==> src/rtl/pfg_pkg.sv <==
package pfg_pkg;

    localparam int unsigned FRAME_BITS = 64;
    localparam int unsigned DIV_W      = 8;
    localparam int unsigned DUTY_W     = $clog2(FRAME_BITS + 1);
    localparam int unsigned IDX_W      = $clog2(FRAME_BITS);

    typedef struct packed {
        logic [DIV_W-1:0]  div;
        logic [DUTY_W-1:0] duty;
        logic              inv;
    } pfg_cfg_t;

    localparam pfg_cfg_t CFG_RESET = '{div: DIV_W'(1), duty: '0, inv: 1'b0};

    // Clamp the duty count to the frame length.
    function automatic logic [DUTY_W-1:0] clamp_duty(input logic [DUTY_W-1:0] d);
        return (d > DUTY_W'(FRAME_BITS)) ? DUTY_W'(FRAME_BITS) : d;
    endfunction

    // A zero divider is lifted to one.
    function automatic logic [DIV_W-1:0] floor_div(input logic [DIV_W-1:0] d);
        return (d == '0) ? DIV_W'(1) : d;
    endfunction

    function automatic pfg_cfg_t sanitize(input pfg_cfg_t raw);
        pfg_cfg_t c;
        c.div  = floor_div(raw.div);
        c.duty = clamp_duty(raw.duty);
        c.inv  = raw.inv;
        return c;
    endfunction

endpackage

==> src/rtl/pfg_shadow.sv <==
module pfg_shadow
    import pfg_pkg::*;
(
    input  logic     clk,
    input  logic     rst,
    input  logic     load,
    input  pfg_cfg_t cfg_in,
    output pfg_cfg_t cfg_q
);

    always_ff @(posedge clk) begin
        if (rst) begin
            cfg_q <= CFG_RESET;
        end else if (load) begin
            cfg_q <= cfg_in;
        end
    end

endmodule

==> src/rtl/pfg_bitclk.sv <==
module pfg_bitclk
    import pfg_pkg::*;
(
    input  logic             clk,
    input  logic             rst,
    input  logic             run,
    input  logic [DIV_W-1:0] div,
    output logic             bit_tick,
    output logic             frame_end,
    output logic [IDX_W-1:0] bit_idx,
    output logic [DIV_W-1:0] div_cnt
);

    localparam logic [IDX_W-1:0] LAST_IDX = IDX_W'(FRAME_BITS - 1);

    logic last_cycle;

    assign last_cycle = (div_cnt == (div - DIV_W'(1)));
    assign bit_tick   = run && last_cycle;
    assign frame_end  = bit_tick && (bit_idx == LAST_IDX);

    always_ff @(posedge clk) begin
        if (rst || !run) begin
            div_cnt <= '0;
            bit_idx <= '0;
        end else if (last_cycle) begin
            div_cnt <= '0;
            bit_idx <= (bit_idx == LAST_IDX) ? '0 : bit_idx + IDX_W'(1);
        end else begin
            div_cnt <= div_cnt + DIV_W'(1);
        end
    end

endmodule

==> src/rtl/pfg_thermo.sv <==
module pfg_thermo
    import pfg_pkg::*;
(
    input  logic [DUTY_W-1:0]     duty,
    input  logic                  inv,
    output logic [FRAME_BITS-1:0] mask
);

    for (genvar i = 0; i < FRAME_BITS; i++) begin : g_bit
        assign mask[i] = (DUTY_W'(i) < duty) ^ inv;
    end

endmodule

==> src/rtl/pfg_shifter.sv <==
module pfg_shifter
    import pfg_pkg::*;
(
    input  logic                  clk,
    input  logic                  rst,
    input  logic                  load,
    input  logic                  shift,
    input  logic [FRAME_BITS-1:0] mask_in,
    output logic                  lsb
);

    logic [FRAME_BITS-1:0] frame_q;

    always_ff @(posedge clk) begin
        if (rst) begin
            frame_q <= '0;
        end else if (load) begin
            frame_q <= mask_in;
        end else if (shift) begin
            frame_q <= {1'b0, frame_q[FRAME_BITS-1:1]};
        end
    end

    assign lsb = frame_q[0];

endmodule

==> src/rtl/pfg_frame_pwm.sv <==
module pfg_frame_pwm
    import pfg_pkg::*;
(
    input  logic              clk,
    input  logic              rst,
    input  logic              enable,
    input  logic [DIV_W-1:0]  div_val,
    input  logic [DUTY_W-1:0] duty_cnt,
    input  logic              invert,
    output logic              pwm_out
);

    logic                  run_q;
    logic                  load;
    logic                  bit_tick;
    logic                  frame_end;
    logic [IDX_W-1:0]      bit_idx;
    logic [DIV_W-1:0]      div_cnt;
    logic [FRAME_BITS-1:0] mask;
    logic                  frame_lsb;
    pfg_cfg_t              raw_cfg;
    pfg_cfg_t              next_cfg;
    pfg_cfg_t              act_cfg;
    logic [DUTY_W-1:0]     act_duty;
    logic [DIV_W-1:0]      act_div;
    logic                  act_inv;

    always_ff @(posedge clk) begin
        if (rst) begin
            run_q <= 1'b0;
        end else begin
            run_q <= enable;
        end
    end

    assign raw_cfg  = '{div: div_val, duty: duty_cnt, inv: invert};
    assign next_cfg = sanitize(raw_cfg);
    // Settings follow the inputs while idle; while running only at a frame boundary.
    assign load     = !run_q || frame_end;

    pfg_shadow u_shadow (
        .clk    (clk),
        .rst    (rst),
        .load   (load),
        .cfg_in (next_cfg),
        .cfg_q  (act_cfg)
    );

    assign act_duty = act_cfg.duty;
    assign act_div  = act_cfg.div;
    assign act_inv  = act_cfg.inv;

    pfg_bitclk u_bitclk (
        .clk       (clk),
        .rst       (rst),
        .run       (run_q),
        .div       (act_div),
        .bit_tick  (bit_tick),
        .frame_end (frame_end),
        .bit_idx   (bit_idx),
        .div_cnt   (div_cnt)
    );

    pfg_thermo u_thermo (
        .duty (next_cfg.duty),
        .inv  (next_cfg.inv),
        .mask (mask)
    );

    pfg_shifter u_shifter (
        .clk     (clk),
        .rst     (rst),
        .load    (load),
        .shift   (bit_tick),
        .mask_in (mask),
        .lsb     (frame_lsb)
    );

    assign pwm_out = run_q ? frame_lsb : act_inv;

endmodule

==> config.mk <==
export PLATFORM = sky130hd
export DESIGN_NAME = pfg_frame_pwm
export DESIGN_NICKNAME = d
export VERILOG_FILES = /design/src/rtl/pfg_pkg.sv /design/src/rtl/pfg_shadow.sv /design/src/rtl/pfg_bitclk.sv /design/src/rtl/pfg_thermo.sv /design/src/rtl/pfg_shifter.sv /design/src/rtl/pfg_frame_pwm.sv
export SDC_FILE = /design/constraint.sdc
export NUM_CORES = 1
export LEC_CHECK = 0
export BUFFER_PORTS_ARGS = -buffer_cell sky130_fd_sc_hd__buf_2
export CORE_MARGIN = 2
export CORE_UTILIZATION = 26
export CTS_CLUSTER_DIAMETER = 120
export DETAILED_ROUTE_END_ITERATION = 16
export GPL_TIMING_DRIVEN = 1
export RECOVER_POWER = 50
export SYNTH_ARGS = -nofsm -noshare
export SYNTH_HDL_FRONTEND = slang
export SYNTH_SLANG_ARGS = --single-unit
==> constraint.sdc <==
create_clock -name clk -period 2.7 [get_ports clk]
set_input_delay 0.405 -clock clk [delete_from_list [all_inputs] [get_ports clk]]
set_output_delay 0.405 -clock clk [all_outputs]
set_load 0.05 [all_outputs]
==> results of run 1 <==
[worst max path at each step]
stage	slack, ns	depth (start not counted)	to
floorplan	0.01	10	u_shifter.frame_q[10]
global placement	0.10	7	u_shifter.frame_q[56]
detailed placement	0.04	11	u_shifter.frame_q[52]
CTS	0.04	11	u_shifter.frame_q[52]
global route	0.01	7	u_shifter.frame_q[2]
finish	0.14	8	u_shifter.frame_q[3]
[layout make-up]
| class | instances | area (sq um) |
|---|---|---|
| Inverter | 12 | 45.0 |
| Sequential cell | 88 | 1760 |
| Timing Repair Buffer | 51 | 415 |
| Multi-Input combinational cell | 511 | 3190 |
| Tap cell | 265 | 332 |
| Clock inverter | 3 | 46.3 |
| Clock buffer | 13 | 280 |
| Fill cell | 2179 | 13600 |
[worst register-to-register path, cell delays in order (launching register included)]
cell	delay [ns]
dfxtp_1	0.31
or4_1	0.53
or3_4	0.39
a211oi_4	0.29
buf_12	0.15
clkbuf_1	0.13
a31oi_4	0.09
buf_6	0.25
a22o_1	0.31
[power by group]
part / switching, mW / internal, mW
clock: 0.529 / 0.822
sequential: 0.0587 / 1.41
combinational: 0.375 / 0.269
total: 0.963 / 2.50
[registers in the layout (all words and copies together) (netlist names)]
signal             count
u_bitclk.div_cnt       8
u_shifter.frame_q     64
u_bitclk.bit_idx       6
run_q                  1
u_shadow.cfg_q         9
[logic make-up (layout without fill, tap and decap cells)]
| family | after synthesis | after routing |
|---|---|---|
| flip-flops | 88 | 88 |
| AND/OR/NAND/NOR | 219 | 219 |
| XOR/XNOR | 84 | 84 |
| AO/OA/AOI/OAI | 202 | 202 |
| buffers and inverters | 77 | 79 |
| adder cells (fa/ha/maj) | 3 | 3 |
| multiplexers | 3 | 3 |
[metal layers]
layer | part of all wire (%) | global-route usage, % | vias to the layer above
li1 | - | - | 2354
met1 | 52 | 19.8 | 2196
met2 | 42 | 17.9 | 121
met3 | 5.3 | 2.53 | 8
met4 | 0.64 | 3.06 | 0
met5 | 0 | 0 | -
[synthesized netlist by cell type, drive strengths merged]
cell	count	area, sq um
a31oi	9	56.3
and3b	1	8.76
clkbuf	53	199
o21a	1	7.51
nor3	7	35.0
inv	12	45.0
or4	2	15.0
mux2	1	11.3
xnor2	53	464
nand3	32	160
o21ai	24	120
nor2	67	251
nor4	1	6.26
o32ai	1	8.76
a221oi	4	35.0
xnor3	1	22.5
a21o	3	22.5
nor3b	2	15.0
a21oi	95	475
or3	6	42.5
and4	1	8.76
o31ai	42	385
a2111oi	1	8.76
and3	5	31.3
mux2i	2	20.0
a31o	1	8.76
nand2	68	255
ha	3	37.5
nand4	6	52.6
a211o	1	8.76
xor2	30	263
and2	2	12.5
a211oi	2	27.5
o21bai	1	7.51
nor2b	5	31.3
or3b	1	8.76
a41oi	1	8.76
and4b	1	10.0
or2	7	43.8
a22o	1	8.76
nand2b	5	31.3
dfxtp	88	1760
o221ai	14	123
a32o	1	10.0
buf	12	78.8
[stage by stage]
stage | hold slack (ns) | cell area (sq um) | worst slack, ns | cells | total power, mW
finish | 0.300 | 6070 | 0.138 | 943 | 3.46
global route | 0.304 | 6070 | 0.0102 | 943 | 3.62
CTS | 0.283 | 6050 | 0.0388 | 940 | 3.48
detailed placement | 0.440 | 5720 | 0.0380 | 924 | 2.12
global placement | 0.436 | 5720 | 0.103 | 924 | 2.12
floorplan | 0.418 | 5250 | 0.0149 | 676 | 1.94
[timing repair]
item                                    in CTS  in global routing
buffers inserted                             0                  2
resized for setup                            0                  8
endpoints found under the setup margin       0                 57
==> flow_summary_export.csv, run 1 <==
group,metric,value,unit
run_status,run_status,"complete, no violations",
worst_setup_path,r2r_end,"u_shifter.frame_q[3]",
global_routing,grt_usage,12.8,%
place,place_congestion,0.834,
floorplanning,die_h,146,microns
global_routing,grt_max_degree,60,
sta,finClkSkew,0.0130,ns
sta,finalSetupTns,0,ns
synthesis,synth_xor_area_share,14.3,%
cells_and_area,num-nets-final,695,
synthesis,synth_top_family_by_area,"compound AO/OA/AOI/OAI gates",
worst_setup_path,cp.required,2.94,ns
synthesis,syn_inst,676,
worst_setup_path,crit_start,"u_shadow.cfg_q[14]",
worst_setup_path,path_delay_family,"simple AND/OR/NAND/NOR gates",
clocking,htree_levels,3,
worst_setup_path,crit_path_top_delay_cell,"or4_1",
detailed_routing,detail_route.vias_per_cell,4.96,
hold_path,worstHoldEndpoint,"run_q",
sta,setup_viol,0,
synthesis,avgSynthCellArea,7.76,sq um
floorplanning,num_io_pins,20,
cells_and_area,post-route-util,30.9,%
detailed_routing,drtIter0Drc,432,
detailed_routing,finalWirelength,14000,microns
floorplanning,std_cell_rows,51,
detailed_routing,num_vias,4679,
sta,maxClockFrequency,390,MHz
cells_and_area,layout_common_cells,"a21oi_1 (95), dfxtp_1 (88), nand2_1 (68), nor2_1 (67), xnor2_1 (53)",
hold_path,hold_path.class,"primary input to flop",
detailed_routing,ant_nets,0,
floorplanning,die_w,146,microns
detailed_routing,drc,0,
clocking,holdBufCountCts,0,
sta,finalHoldViolations,0,
synthesis,synth.area.mux_share,0.596,%
sta,rsz0062_at_grt,"no",
detailed_routing,wire_per_inst,14.8,microns
cells_and_area,layout-drive-gt1-share,14.3,%
worst_setup_path,crit_type,"flop to flop",
sta,relSlewSlack,25.2,%
synthesis,synthAdderAreaFrac,0.716,%
synthesis,synth_simple_gate_area_share,19.4,%
clocking,insertion_delay,0.35,ns
sta,max_slew.worst_pin.slew,1.12,ns
hold_path,hold_start,"enable",
synthesis,yosys_warnings,0,
sta,min_period,2.56,ns
clocking,root_buffer,"clkbuf_16",
worst_setup_path,path_buf_inv,3,
cells_and_area,final_common_cell,"a21oi_1",
worst_setup_path,r2r_setup_slack,0.14,ns
power,ir_drop,0.000291,V
place,dp_hpwl,8700,microns
clocking,cts.path.max_buffers,2,
cells_and_area,num_antenna_cells,0,
clocking,cts_sinks,88,
flow_run,drv_cap,0,
sta,finalCritPeriodShare,94.9,%
global_routing,first_global_vias,4248,
global_routing,antenna_found_initial,0,
hold_path,hold_path_depth,2,
worst_setup_path,r2r.worst_path.cells,8,
cells_and_area,area.growth.synth_to_final,15.8,%
worst_setup_path,crit_path_start_kind,"flop",
synthesis,ys_ff_latch,88,
synthesis,yosysSeqAreaShare,33.6,%
global_routing,grt_first_pass_wirelength,22600,microns
power,p_per_area,570,nW/um^2
clocking,cts.clk_slew.worst_paths,0.06,ns
worst_setup_path,cp_max_fo,59,
floorplanning,die_area,21300,sq um
worst_setup_path,slowest_delay,0.53,ns
synthesis,netlist_area,5250,sq um
synthesis,synth-compound-area-share,25.2,%
floorplanning,core-area,19700,sq um
synthesis,syn_nets,698,
clocking,cts_buffers,9,
global_routing,grt-ovfl-total,0,
worst_setup_path,worstPathCellList,"or4_1 -> or3_4 -> a211oi_4 -> buf_12 -> clkbuf_1 -> a31oi_4 -> buf_6 -> a22o_1",
worst_setup_path,arrival,2.80,ns
floorplanning,start_util,26.7,%
worst_setup_path,worst_setup_path_end_kind,"flop",
worst_setup_path,r2r_start,"u_shadow.cfg_q[14]",
synthesis,synthDistinctLibCells,52,
sta,drv_slew,0,
place,io_buffers,19,
detailed_routing,firstDrtPassIters,5,
clocking,cts_tree,"done",
power,p_leak,2.21,nW
No activity file was read; power rests on OpenSTA's default activity.
==> run 2, diff against run 1 <==
--- a/config.mk
+++ b/config.mk
@@ -5,7 +5,7 @@
 export SDC_FILE = /design/constraint.sdc
 export NUM_CORES = 1
 export LEC_CHECK = 0
-export BUFFER_PORTS_ARGS = -buffer_cell sky130_fd_sc_hd__buf_2
+export BUFFER_PORTS_ARGS = -buffer_cell sky130_fd_sc_hd__clkbuf_2
 export CORE_MARGIN = 2
 export CORE_UTILIZATION = 26
 export CTS_CLUSTER_DIAMETER = 120
==> run 2 against run 1 <==
Clock power fell by 9%. Worst setup slack got worse by 0.029 ns. Sequential cell count is the same. Non-clock buffer count increased by 7. Power decreased by 3.4%. Cell area about the same. Clock-buffer cell count shrank 2. Global-route usage up 0.14 points. Critical path depth grew 4. Core utilization barely moved. Fmax fell by 1.1%. Clock skew down 0.0014 ns.
==> flow_summary_export.csv, run 2 (synthesis gave the netlist of run 1 again) <==
group,metric,value,unit
run_status,run_status,"complete, no violations",
flow_run,drv_cap,0,
cells_and_area,largest_reg_flops,64,
clocking,cts.clk_slew.worst_paths,0.07,ns
clocking,htree_levels,3,
clocking,root_buffer,"clkbuf_16",
worst_setup_path,cp_max_fo,9,
power,p_leak,2.22,nW
cells_and_area,num-nets-final,702,
cells_and_area,post-route-util,30.9,%
sta,setup_viol,0,
cells_and_area,layout-drive-gt1-share,15.3,%
sta,finalCritPeriodShare,96.0,%
global_routing,grt_usage,12.9,%
clocking,insertion_delay,0.35,ns
worst_setup_path,r2r_end,"u_shifter.frame_q[39]",
global_routing,grt_first_pass_wirelength,22700,microns
clocking,cts_buffers,9,
sta,min_period,2.59,ns
sta,relSlewSlack,53.6,%
detailed_routing,firstDrtPassIters,5,
power,p_per_area,550,nW/um^2
worst_setup_path,cp.required,2.95,ns
detailed_routing,detail_route.vias_per_cell,5.04,
worst_setup_path,r2r_start,"u_shadow.cfg_q[8]",
clocking,cts_tree,"done",
cells_and_area,num_antenna_cells,0,
worst_setup_path,arrival,2.84,ns
sta,finClkSkew,0.0115,ns
sta,finalSetupTns,0,ns
clocking,cts.path.max_buffers,2,
detailed_routing,wire_per_inst,14.9,microns
power,power,3.34,mW
sta,max_slew.worst_pin.slew,0.696,ns
floorplanning,num_io_pins,20,
worst_setup_path,crit_type,"flop to flop",
global_routing,antenna_found_initial,0,
worst_setup_path,crit_start,"u_shadow.cfg_q[8]",
clocking,holdBufCountCts,0,
place,dp_hpwl,9050,microns
detailed_routing,finalWirelength,14100,microns
detailed_routing,ant_nets,0,
cells_and_area,stdcell_area,6080,sq um
cells_and_area,final_common_cell,"a21oi_1",
global_routing,grt-ovfl-total,0,
cells_and_area,largest_register,"u_shifter.frame_q",
cells_and_area,reg_top3,"u_shifter.frame_q: 64 flops, u_shadow.cfg_q: 9 flops, u_bitclk.div_cnt: 8 flops",
worst_setup_path,r2r_setup_slack,0.11,ns
place,dpl_cell_area,5750,sq um
floorplanning,core-area,19700,sq um
sta,finalHoldViolations,0,
floorplanning,std_cell_rows,51,
power,ir_drop,0.000311,V
sta,rsz0062_at_grt,"no",
floorplanning,die_area,21300,sq um
detailed_routing,num_vias,4787,
detailed_routing,drtIter0Drc,340,
floorplanning,die_w,146,microns
global_routing,first_global_vias,4317,
place,io_buffers,19,
worst_setup_path,cp-endpoint,"u_shifter.frame_q[39]",
detailed_routing,drc,0,
worst_setup_path,worst_setup_path_end_kind,"flop",
sta,drv_slew,0,
cells_and_area,area.growth.synth_to_final,15.9,%
clocking,cts_sinks,88,
worst_setup_path,crit_path_start_kind,"flop",
floorplanning,die_h,146,microns
sta,maxClockFrequency,386,MHz
floorplanning,start_util,26.7,%
hold_path,hold_path.class,"primary input to flop",
global_routing,grt_max_degree,57,
place,place_congestion,0.836,
worst_setup_path,r2r.worst_path.cells,12,
cells_and_area,layout_common_cells,"a21oi_1 (94), dfxtp_1 (87), nand2_1 (68), nor2_1 (67), xnor2_1 (53)",
[run 2: changes by cell type in the layout (fill, tap and decap cells not counted), moves of 2 or more]
cell and delta:
clkbuf_1 -2, buf_4 +6, clkinvlp_4 +3, clkbuf_8 -2
o31ai_1 +2, clkbuf_2 +19, buf_2 -17, o31ai_2 -2
[run 2: what timing repair did]
| action | in CTS | in global routing |
|---|---|---|
| resized for setup | 0 | 9 |
| buffers inserted | 0 | 3 |
| endpoints found under the setup margin | 0 | 58 |
[run 2: how the worst min path moves through the flow]
stage	cells after the start	slack (ns)	to	startpoint
CTS	2	0.28	run_q	enable
global placement	2	0.44	u_shifter.frame_q[14]	u_shifter.frame_q[14]
floorplan	2	0.42	u_shifter.frame_q[40]	u_shifter.frame_q[40]
detailed placement	2	0.44	u_shifter.frame_q[14]	u_shifter.frame_q[14]
global route	2	0.30	run_q	enable
finish	2	0.30	run_q	enable
[run 2: final cells by class]
cell class / count / area (sq um)
Clock buffer: 11 / 253
Clock inverter: 5 / 38.8
Fill cell: 2148 / 13600
Inverter: 12 / 45.0
Multi-Input combinational cell: 511 / 3180
Sequential cell: 88 / 1760
Tap cell: 265 / 332
Timing Repair Buffer: 58 / 465
[run 2: per-stage QoR]
step           setup WS [ns]  hold slack, ns  cells
4_1_cts               0.0158           0.281    946
3_3_place_gp           0.113           0.435    930
5_1_grt               0.0172           0.296    950
2_1_floorplan         0.0149           0.418    676
3_5_place_dp          0.0348           0.442    930
6_report               0.108           0.298    950
[run 2: report_power, final]
| group | switching (mW) | leakage, nW | internal, mW | total, mW |
|---|---|---|---|---|
| Clock | 0.551 | 0.130 | 0.677 | 1.23 |
| Combinational | 0.376 | 1.36 | 0.274 | 0.650 |
| Sequential | 0.0574 | 0.727 | 1.41 | 1.47 |
| Total | 0.984 | 2.22 | 2.36 | 3.34 |
[run 2: worst max-delay path, cell delays in order, from the launching register on]
cell	delay, ns
dfxtp_1	0.31
buf_4	0.14
inv_1	0.08
ha_2	0.22
nor3b_1	0.24
xnor2_1	0.17
nor3b_2	0.07
buf_4	0.14
buf_4	0.16
and4_1	0.20
buf_4	0.18
or3_1	0.32
a32o_1	0.26
[run 2: metal layers]
metal / up-vias / GRT usage (%) / share of wire, %
met5: - / 0 / 0
met4: 0 / 3.59 / 1.2
met3: 13 / 2.94 / 4.3
met2: 96 / 18.8 / 44
met1: 2303 / 19.1 / 51
li1: 2375 / - / -
==> run 3, diff against run 2 <==
==> constraint.sdc (replaced) <==
create_clock -name clk -period 2.8 [get_ports clk]
set_input_delay 0.42 -clock clk [delete_from_list [all_inputs] [get_ports clk]]
set_output_delay 0.42 -clock clk [all_outputs]
set_load 0.1 [all_outputs]
==> run 3 against run 2 <==
Worst setup slack gained 0.033 ns. Clock skew shrank 0.0041 ns. Register-to-register slack gained 0.03 ns. Critical path type unchanged.
==> flow_summary_export.csv, run 3 (synthesis gave the netlist of run 1 again) <==
group,metric,value,unit
clocking,insertion_delay,0.35,ns
detailed_routing,drtIter0Drc,370,
hold_path,hold_start,"enable",
global_routing,first_global_vias,4397,
clocking,cts_tree,"done",
worst_setup_path,cp.required,3.06,ns
power,p_leak,2.15,nW
detailed_routing,firstDrtPassIters,5,
cells_and_area,area.growth.synth_to_final,13.2,%
global_routing,antenna_found_initial,0,
cells_and_area,layout-drive-gt1-share,13.4,%
floorplanning,core-area,19700,sq um
detailed_routing,finalWirelength,13600,microns
detailed_routing,drc,0,
floorplanning,die_w,146,microns
worst_setup_path,crit_path_start_kind,"flop",
sta,finalHoldViolations,0,
hold_path,worstHoldEndpoint,"run_q",
worst_setup_path,arrival,2.92,ns
floorplanning,die_area,21300,sq um
sta,rsz0062_at_grt,"yes",
hold_path,hold_path.class,"primary input to flop",
floorplanning,die_h,146,microns
worst_setup_path,worst_setup_path_end_kind,"flop",
worst_setup_path,cp_max_fo,56,
cells_and_area,stdcell_area,5940,sq um
power,p_per_area,537,nW/um^2
hold_path,hold_path_depth,2,
sta,finalCritPeriodShare,95.0,%
flow_run,drv_cap,0,
worst_setup_path,crit_start,"u_shadow.cfg_q[14]",
cells_and_area,stdcell_count,935,
detailed_routing,ant_nets,0,
worst_setup_path,r2r.worst_path.cells,7,
floorplanning,start_util,26.7,%
cells_and_area,largest_register,"u_shifter.frame_q",
power,ir_drop,0.000275,V
cells_and_area,num_antenna_cells,0,
sta,drv_slew,0,
sta,min_period,2.66,ns
clocking,cts_sinks,88,
global_routing,grt-ovfl-total,0,
clocking,htree_levels,3,
sta,maxClockFrequency,376,MHz
floorplanning,num_io_pins,20,
worst_setup_path,r2r_setup_slack,0.14,ns
cells_and_area,reg_top3,"u_shifter.frame_q: 64 flops, u_shadow.cfg_q: 9 flops, u_bitclk.div_cnt: 8 flops",
run_status,run_status,"complete, no violations",
detailed_routing,wire_per_inst,14.5,microns
floorplanning,std_cell_rows,51,
cells_and_area,num-nets-final,687,
clocking,ctsResizeCount,0,
global_routing,grt_max_degree,60,
place,dp_hpwl,8730,microns
worst_setup_path,crit_type,"flop to flop",
worst_setup_path,r2r_start,"u_shadow.cfg_q[14]",
sta,setup_viol,0,
clocking,holdBufCountCts,0,
clocking,root_buffer,"clkbuf_16",
sta,relSlewSlack,21.3,%
worst_setup_path,r2r_end,"u_shifter.frame_q[33]",
clocking,cts_buffers,9,
cells_and_area,post-route-util,30.2,%
clocking,cts_setup_buffers,0,
global_routing,grt_first_pass_wirelength,22500,microns
cells_and_area,layout_common_cells,"a21oi_1 (95), dfxtp_1 (87), nand2_1 (68), nor2_1 (67), xnor2_1 (53)",
detailed_routing,num_vias,4732,
place,io_buffers,19,
sta,max_slew.worst_pin.slew,1.19,ns
place,dpl.cell_count,919,
clocking,cts.clk_slew.worst_paths,0.06,ns
cells_and_area,final_common_cell,"a21oi_1",
place,place_congestion,0.840,
global_routing,grt_usage,12.9,%
place,dpl_cell_area,5630,sq um
detailed_routing,detail_route.vias_per_cell,5.06,
cells_and_area,largest_reg_flops,64,
clocking,cts.path.max_buffers,2,
sta,finClkSkew,0.00742,ns
run 3: cell count changes in the layout (fill, tap and decap cells not counted), sizes merged:
cell,before,now
buf,38,25
clkinv,0,1
clkbuf,31,32
inv,13,12
clkinvlp,4,1
run 3: report_power, final:
group          switching (mW)  internal [mW]
Clock                   0.502          0.674
Sequential             0.0614           1.36
Combinational           0.353          0.240
Total                   0.916           2.27
run 3: metal layers:
metal | global-route usage (%) | up-vias | wire length (microns)
li1 | - | 2335 | -
met1 | 18.7 | 2257 | 6700
met2 | 18.8 | 127 | 5950
met3 | 3.25 | 13 | 793
met4 | 3.98 | 0 | 159
met5 | 0 | - | 0
run 3: through the flow:
| stage | power, mW | TNS [ns] | hold slack, ns | setup WS (ns) |
|---|---|---|---|---|
| CTS | 3.23 | 0 | 0.294 | 0.0740 |
| global placement | 2.03 | 0 | 0.434 | 0.0930 |
| finish | 3.19 | 0 | 0.303 | 0.141 |
| detailed placement | 2.04 | 0 | 0.442 | 0.0819 |
| floorplan | 1.88 | 0 | 0.418 | 0.115 |
| global route | 3.35 | -0.00600 | 0.292 | -0.00600 |
run 3: layout make-up:
| cell class | count | area (sq um) |
|---|---|---|
| Sequential cell | 88 | 1760 |
| Tap cell | 265 | 332 |
| Inverter | 12 | 45.0 |
| Clock buffer | 14 | 274 |
| Fill cell | 2195 | 13700 |
| Clock inverter | 2 | 12.5 |
| Multi-Input combinational cell | 511 | 3200 |
| Timing Repair Buffer | 43 | 314 |
run 3: how the worst max path moves through the flow:
stage,cells after the start,endpoint,slack [ns]
final,7,u_shifter.frame_q[33],0.14
after detailed placement,6,u_shifter.frame_q[18],0.08
after floorplan,10,u_shifter.frame_q[10],0.11
after global routing,8,u_shifter.frame_q[11],-0.006
after CTS,6,u_shifter.frame_q[18],0.07
after global placement,6,u_shifter.frame_q[24],0.09
run 3: worst max-delay path: stages (launching register included):
cell	delay (ns)
dfxtp_1	0.32
or4_1	0.53
or3_4	0.39
a211oi_4	0.31
a31oi_2	0.17
or2_2	0.34
buf_12	0.21
o31ai_1	0.27
